==> src/rtl/dxl_pkg.sv <==
package dxl_pkg;

    localparam int BYTE_W = 8;
    localparam int CNT_W  = 2 * BYTE_W;
    localparam int LEN_W  = CNT_W + 1;
    localparam int OP_W   = BYTE_W - 1;

    localparam logic [OP_W-1:0]   OP_XFER      = 7'h10;
    localparam logic [BYTE_W-1:0] INTR_BUS_SVC = 8'h10;
    localparam logic [LEN_W-1:0]  COLLECT_CAP  = 17'd32;

    typedef struct packed {
        logic [BYTE_W-1:0] mid;
        logic [BYTE_W-1:0] lo;
    } cnt_pair_t;

    typedef struct packed {
        logic            dma;
        logic [OP_W-1:0] op;
    } cmd_word_t;

    // Counter bytes to byte count; an all-zero counter means a full 2^CNT_W span
    function automatic logic [LEN_W-1:0] span_of(cnt_pair_t c);
        logic [CNT_W-1:0] raw;
        raw = {c.mid, c.lo};
        if (raw == '0)
            span_of = {1'b1, {CNT_W{1'b0}}};
        else
            span_of = {1'b0, raw};
    endfunction

    function automatic logic [LEN_W-1:0] min_len(logic [LEN_W-1:0] a, logic [LEN_W-1:0] b);
        min_len = (a < b) ? a : b;
    endfunction

endpackage

==> src/rtl/dxl_cnt_regs.sv <==
module dxl_cnt_regs
    import dxl_pkg::*;
(
    input  logic              clk,
    input  logic              rst,
    input  logic              cnt_wr_en,
    input  logic              cnt_wr_sel,
    input  logic [BYTE_W-1:0] cnt_wr_data,
    input  logic              cmd_wr_en,
    input  cmd_word_t         cmd,
    input  logic              dma_done,
    output cnt_pair_t         live,
    output cnt_pair_t         live_next,
    output logic              dma_mode,
    output logic              tc,
    output logic [BYTE_W-1:0] intr
);

    cnt_pair_t shadow;
    logic      dma_start;

    assign dma_start = cmd_wr_en && cmd.dma && (cmd.op == OP_XFER);
    assign live_next = (cmd_wr_en && cmd.dma) ? shadow : live;

    always_ff @(posedge clk) begin
        if (rst) begin
            shadow   <= '0;
            live     <= '0;
            dma_mode <= 1'b0;
            tc       <= 1'b0;
            intr     <= '0;
        end else begin
            if (cnt_wr_en) begin
                if (cnt_wr_sel) shadow.mid <= cnt_wr_data;
                else            shadow.lo  <= cnt_wr_data;
            end
            if (dma_done) begin
                live <= '0;
                intr <= INTR_BUS_SVC;
            end
            if (cmd_wr_en) begin
                dma_mode <= cmd.dma;
                if (cmd.dma) live <= shadow;
            end
            if (dma_done)
                tc <= 1'b1;
            else if (cnt_wr_en || dma_start)
                tc <= 1'b0;
        end
    end

    // counter write without completion leaves the terminal-count bit low
    p_tc_wr_clear_r4: assert property (@(posedge clk) disable iff (rst)
        !$past(rst) && $past(cnt_wr_en && !dma_done) |-> !tc);

    // a counter write alone never disturbs the readable bytes
    p_wr_keeps_live_r4: assert property (@(posedge clk) disable iff (rst)
        !$past(rst) && $past(cnt_wr_en && !cmd_wr_en && !dma_done) |-> live == $past(live));

    // a DMA-flagged command reloads the readable counter from the shadow
    p_reload_r5: assert property (@(posedge clk) disable iff (rst)
        !$past(rst) && $past(cmd_wr_en && cmd.dma) |-> live == $past(shadow) && dma_mode);

    // a DMA transfer start leaves terminal count low
    p_start_clear_r6: assert property (@(posedge clk) disable iff (rst)
        !$past(rst) && $past(dma_start && !dma_done) |-> !tc);

    // completion values
    p_done_r7: assert property (@(posedge clk) disable iff (rst)
        !$past(rst) && $past(dma_done && !cmd_wr_en) |-> tc && live == '0 && intr == INTR_BUS_SVC);

endmodule

==> src/rtl/dxl_len_calc.sv <==
module dxl_len_calc
    import dxl_pkg::*;
#(
    parameter int RSZ_W = 24
) (
    input  logic [LEN_W-1:0]        span,
    input  logic signed [RSZ_W-1:0] remain,
    input  logic                    collect,
    output logic [LEN_W-1:0]        len
);

    localparam int CMP_W = (RSZ_W > LEN_W) ? RSZ_W : LEN_W;

    logic [RSZ_W-1:0] mag;
    logic [CMP_W-1:0] mag_w;
    logic [CMP_W-1:0] span_w;
    logic [LEN_W-1:0] size_clip;

    // Unsigned magnitude; the most negative value still fits in RSZ_W bits
    assign mag    = remain[RSZ_W-1] ? (~remain + 1'b1) : remain;
    assign mag_w  = CMP_W'(mag);
    assign span_w = CMP_W'(span);

    generate
        if (RSZ_W > LEN_W) begin : g_wide_remain
            assign size_clip = (mag_w < span_w) ? LEN_W'(mag_w) : span;
        end else begin : g_narrow_remain
            assign size_clip = min_len(span, LEN_W'(mag));
        end
    endgenerate

    assign len = collect ? min_len(span, COLLECT_CAP) : size_clip;

endmodule

==> src/rtl/dxl_len_track.sv <==
module dxl_len_track
    import dxl_pkg::*;
(
    input  logic             clk,
    input  logic             rst,
    input  logic             start,
    input  logic [LEN_W-1:0] len_in,
    input  logic [LEN_W-1:0] span_in,
    input  logic             done,
    output logic             len_valid,
    output logic [LEN_W-1:0] xfer_len,
    output logic [LEN_W-1:0] active_cnt
);

    always_ff @(posedge clk) begin
        if (rst) begin
            len_valid  <= 1'b0;
            xfer_len   <= '0;
            active_cnt <= '0;
        end else begin
            len_valid <= start;
            if (start) begin
                xfer_len   <= len_in;
                active_cnt <= span_in;
            end else if (done) begin
                active_cnt <= '0;
            end
        end
    end

    // strobe only in the cycle after a transfer command
    p_strobe_cause_r8: assert property (@(posedge clk) disable iff (rst)
        len_valid |-> !$past(rst) && $past(start));

    // length holds between transfer commands
    p_len_hold_r8: assert property (@(posedge clk) disable iff (rst)
        !$past(rst) && !$past(start) |-> $stable(xfer_len));

    // the length never exceeds the count it was drawn from
    p_len_bound_r3: assert property (@(posedge clk) disable iff (rst)
        len_valid |-> xfer_len <= active_cnt);

    // completion without a new start leaves no transfer active
    p_done_idle_r7: assert property (@(posedge clk) disable iff (rst)
        !$past(rst) && $past(done && !start) |-> active_cnt == '0);

endmodule

==> src/rtl/dxl_top.sv <==
module dxl_top
    import dxl_pkg::*;
#(
    parameter int RSZ_W = 24
) (
    input  logic                    clk,
    input  logic                    rst,
    input  logic                    cnt_wr_en,
    input  logic                    cnt_wr_sel,
    input  logic [7:0]              cnt_wr_data,
    input  logic                    cmd_wr_en,
    input  logic [7:0]              cmd_wr_data,
    input  logic signed [RSZ_W-1:0] remain_size,
    input  logic                    collect_mode,
    input  logic                    dma_done,
    output logic                    len_valid,
    output logic [16:0]             xfer_len,
    output logic [16:0]             active_cnt,
    output logic [7:0]              cnt_lo,
    output logic [7:0]              cnt_mid,
    output logic                    dma_mode,
    output logic                    tc_flag,
    output logic [7:0]              intr_cause
);

    cmd_word_t        cmd;
    cnt_pair_t        live;
    cnt_pair_t        live_next;
    logic             xfer_cmd;
    logic [LEN_W-1:0] span;
    logic [LEN_W-1:0] len_calc;

    assign cmd      = cmd_word_t'(cmd_wr_data);
    assign xfer_cmd = cmd_wr_en && (cmd.op == OP_XFER);
    assign span     = span_of(live_next);

    dxl_cnt_regs u_regs (
        .clk         (clk),
        .rst         (rst),
        .cnt_wr_en   (cnt_wr_en),
        .cnt_wr_sel  (cnt_wr_sel),
        .cnt_wr_data (cnt_wr_data),
        .cmd_wr_en   (cmd_wr_en),
        .cmd         (cmd),
        .dma_done    (dma_done),
        .live        (live),
        .live_next   (live_next),
        .dma_mode    (dma_mode),
        .tc          (tc_flag),
        .intr        (intr_cause)
    );

    dxl_len_calc #(.RSZ_W(RSZ_W)) u_calc (
        .span    (span),
        .remain  (remain_size),
        .collect (collect_mode),
        .len     (len_calc)
    );

    dxl_len_track u_track (
        .clk        (clk),
        .rst        (rst),
        .start      (xfer_cmd),
        .len_in     (len_calc),
        .span_in    (span),
        .done       (dma_done),
        .len_valid  (len_valid),
        .xfer_len   (xfer_len),
        .active_cnt (active_cnt)
    );

    assign cnt_lo  = live.lo;
    assign cnt_mid = live.mid;

    // collection caps the length at 32
    p_collect_cap_r2: assert property (@(posedge clk) disable iff (rst)
        !$past(rst) && $past(xfer_cmd && collect_mode) |-> xfer_len <= COLLECT_CAP);

    // a non-transfer command raises no strobe
    p_no_strobe_r10: assert property (@(posedge clk) disable iff (rst)
        !$past(rst) && $past(cmd_wr_en && !xfer_cmd) |-> !len_valid);

endmodule

==> config.mk <==
export PLATFORM = sky130hd
export DESIGN_NAME = dxl_top
export DESIGN_NICKNAME = d
export VERILOG_FILES = /design/src/rtl/dxl_pkg.sv /design/src/rtl/dxl_cnt_regs.sv /design/src/rtl/dxl_len_calc.sv /design/src/rtl/dxl_len_track.sv /design/src/rtl/dxl_top.sv
export SDC_FILE = /design/constraint.sdc
export NUM_CORES = 1
export LEC_CHECK = 0
export BUFFER_PORTS_ARGS = -buffer_cell sky130_fd_sc_hd__buf_2
export CAP_MARGIN = 0
export CORE_MARGIN = 2
export CORE_UTILIZATION = 40
export DETAILED_ROUTE_END_ITERATION = 8
export SYNTH_ARGS = -nofsm -noshare
export SYNTH_HDL_FRONTEND = slang
export SYNTH_HIERARCHICAL = 1
export SYNTH_SLANG_ARGS = --single-unit
==> constraint.sdc <==
create_clock -name clk -period 5 [get_ports clk]
set_input_delay 0.25 -clock clk [delete_from_list [all_inputs] [get_ports clk]]
set_output_delay 0.25 -clock clk [all_outputs]
set_load 0.05 [all_outputs]
==> results.md <==
CTS:
- Buffers inserted during clock tree synthesis total 9.
- The number of setup buffers added after CTS is 0.
- The total of hold buffers inserted after clock tree synthesis is 0.
- TritonCTS built the clock tree.
- The clock latency at the later pin of the worst-skew pair is 350 ps.
- Post-CTS repair changed the size of 0 cells.
- The CTS sink count is 70.
- The buffer type at the clock tree root is clkbuf_8.
- The clock slew at the register clock pins of the worst setup and hold paths is 80 ps.
- The number of H-tree branching levels is 3.
- The maximum number of buffers from clock root to sink is 2.

Die:
- The area of the core is 10,800 um2.
- The count of pins on the block boundary is 108.
- The height of the die is 109 um.
- The width of the die is 109 um.
- The full die area is 11,900 um2.
- The floorplan has 38 rows.
- Once the floorplan was initialized, standard cells occupied 40.8% of the core.

Placement:
- The pre-CTS setup slack is 664 ps.
- The placed instances occupy a cell area of 4810 um2.
- The last weighted congestion value of the routability-driven placer is 0.873.
- The post-DP HPWL is 8860 um.
- The number of input and output port buffers inserted is 100.

Layout:
- The antenna diode instance count is 0.
- The area overhead of the layout relative to synthesis is 13.2%.
- The post-route netlist has 26.6% of its cells at a drive strength greater than 1.
- In the layout the commonest cells are 102 x nand2_1, 100 x buf_2, 70 x dfxtp_1, 37 x inv_1, 34 x nor2_1.
- The combined area of the multi-input logic cells is 2570 um2.
- After filler insertion, the fill cell instance count of the layout stands at 1,080.
- The number of nets in the layout is 668.
- The end-of-flow core utilization is 46.2%.
- The summed area of non-filler cells in the final layout is 4990 um2.
- The library cell used most frequently in the layout, excluding fill and tap cells, is nand2_1.
- The sequential cell area is 1400 um2.

Synthesis:
- The synthesized instance count is 540.
- The dominant register cell in the synthesized netlist is dfxtp_1.
- The yosys synthesis warning count is 6.
- The netlist area before placement is 4400 um2.
- The number of enable-type register cells in the synthesized netlist is 0.
- After synthesis the netlist holds a flip-flop and latch count of 70.
- The dominant cell type by area after synthesis is dfxtp_1.
- By area the synthesized netlist is led by dfxtp_1 32%, nand2_1 8.7%, mux2i_1 5.7%.
- The share of flip-flops with an asynchronous set or reset after synthesis is 0%.
- The proportion of netlist area held by the largest area contributor is 31.8%.
- The synthesized netlist contains 59 unique library cells.
- The average instance in the mapped netlist occupies 8.15 um2.
- The part of the Yosys area used for sequential elements is 31.8%.

Critical path:
- The data required time of the worst path is 5280 ps.
- For this run, the slowest stage of the critical path takes 550 ps.
- The most numerous cell type found on the critical path is nand2_1.
- The worst path arrival time is 4300 ps.
- The worst setup path is launched from an input pin.
- For this design, the slowest cell found on the critical path is or4_1.
- The critical path is of the in -> reg type.
- The signal on the critical path passes through buf_2 -> nand2_1 -> nand2_1 -> nand2_1 -> nor4_1 -> and4_1 -> inv_1 -> ha_1 -> and3_1 -> nand3_1 -> or4_1 -> o22ai_1 -> or3_1 -> buf_4 -> nor3_2 -> a211oi_2 -> mux2i_1 -> nor2_1.
- The largest fanout on the critical path is 17.
- STA classifies the critical path endpoint as a flip-flop.

Job:
- Max-cap violations in this run came to 0.

Power and ir drop:
- Combinational logic burns 18.7% of the power.
- The part of the total power dissipated in the clock network is 34.2%.
- The internal power of the cells totals 844 uW.
- The reported leakage power is 0.00196 uW.
- The switching power summed over all nets is 367 uW.
- The worst voltage drop across the vdd grid is 0.117 mV.
- Net switching is 30.3% of the power.
- Per report_power, the sequential group accounts for 47.2% of the total.
- In this run the power density over the cells is 243 nW/um2.

Worst hold path:
- The worst hold path class is in -> reg.

STA:
- The worst setup margin is 982 ps.
- The post-route fraction of the period consumed by the critical path is 80.4%.
- The setup TNS is 0 ps.
- Based on the critical path, the design can be clocked at up to 0.249 GHz.
- The routed design could run at a clock period as short as 4020 ps.
- The worst slew slack as a fraction of its limit is 36.5%.
- Setup repair after global routing left no endpoint under its margin.
- The number of max-slew violations in the final report was 0.
- The number of failing hold endpoints at the final stage is 0.
- Setup violations remaining at the end of the flow were counted as 0.
- The actual transition at the worst max-transition pin is 950 ps.
- Across the routed clock network, the largest skew measured is 7.94 ps.

Drt:
- Using the TritonRoute via totals, the vias-per-cell ratio works out to 5.32.
- The first-pass detailed-route iteration total is 7.
- Wires add up to 11,800 um.
- The count of nets left with antenna violations once routing finished came out at 0.
- The total DRC errors in the routed layout is 0.
- The number of DRC markers after the initial detailed-route iteration is 214.
- The detailed-route via count is 3,976.
- The routed wirelength normalized by instance count is 15.7 um.

GRT:
- The number of antenna violations at the first check in global routing is 0.
- The total global routing track utilization is 20.3%.
- The via count of the first global-routing pass is 3,607.
- The first global-routing pass estimated 18,800 um of wire.
- The residual overflow from global routing is 0.
- The pin count of the biggest net entering global routing is 71.

Status:
- The flow ran to the end, and the final reports show no timing, DRC or antenna violations.
worst max-delay path: cells and delay by family:
| family | cells | cell delay [ps] |
|---|---|---|
| simple gates | 11 | 2660 |
| compound gates | 2 | 490 |
| buf+inv | 3 | 480 |
| fa+ha+maj | 1 | 310 |
| mux | 1 | 110 |
routing by layer:
layer / vias up / track usage (%) / share of wire [%]
met5: - / 0 / 0
met4: 0 / 6.23 / 1.5
met3: 14 / 3.83 / 5.7
met2: 132 / 31.9 / 46
met1: 1843 / 28.1 / 47
li1: 1987 / - / -
path summary, 6_finish.rpt:
kind	slack (ps)	end	depth (start not counted)	from
max	980	u_track/xfer_len[13]	18	cmd_wr_en
min	160	u_regs/shadow[6]	3	cnt_wr_data[6]
max reg2reg	1230	u_track/xfer_len[13]	16	u_regs/live[14]
min reg2reg	460	u_regs/shadow[12]	2	u_regs/shadow[12]
sequential cells by signal, indices dropped and copies added, names as in the netlist:
name / cells
u_track/active_cnt: 17
u_regs/dma_mode: 1
u_regs/tc: 1
u_regs/intr: 1
u_regs/live: 16
u_track/xfer_len: 17
u_regs/shadow: 16
u_track/len_valid: 1
cell usage after synthesis (3+ instances only):
library cell and count:
dfxtp_1 70, or4_1 7, nor3_1 8, o32ai_1 10, a211oi_2 10, nand2_1 102, or3_1 3, buf_2 6
o31ai_1 6, nor4_1 8, nand2b_1 4, clkbuf_1 30, buf_6 7, nand3_1 11, a21o_1 3, nor2b_1 5
o41ai_1 3, o32ai_2 8, nand4_1 3, o21ai_0 8, buf_4 13, a21oi_1 32, nor3_2 12, xnor2_1 15
mux2i_1 25, inv_1 37, a21boi_0 3, ha_1 17, nor2_1 35
area by class of cell:
type	instances	share of cell area (%)
Clock inverter	4	0.452
Inverter	37	2.79
Timing Repair Buffer	103	10.5
Tap cell	140	3.51
Multi-Input combinational cell	383	51.6
Clock buffer	11	3.04
Sequential cell	70	28.1
stage by stage:
stage	hold WS (ps)	std cells	power (uW)
after floorplan	366	546	754
after global placement	447	733	807
after detailed placement	449	733	810
after CTS	144	748	1220
after global routing	144	748	1280
final	164	748	1210
power groups by stage:
stage                     Combinational, uW  Sequential, uW  Clock (uW)
after floorplan                         159             595           0
after global placement                  222             585           0
after detailed placement                225             585           0
after CTS                               226             572         425
after global routing                    250             573         453
final                                   226             572         414
logic make-up after synthesis:
kind of cell    Yosys count  synth area share [%]
other cells               1                0.0852
mux                      25                  5.68
flops                    70                  31.8
fa+ha+maj                17                  4.83
xor+xnor                 15                  2.98
buf+inv                  93                  10.4
simple gates            217                  24.8
compound gates          102                  19.4
Power figures use the tool's default switching activity.
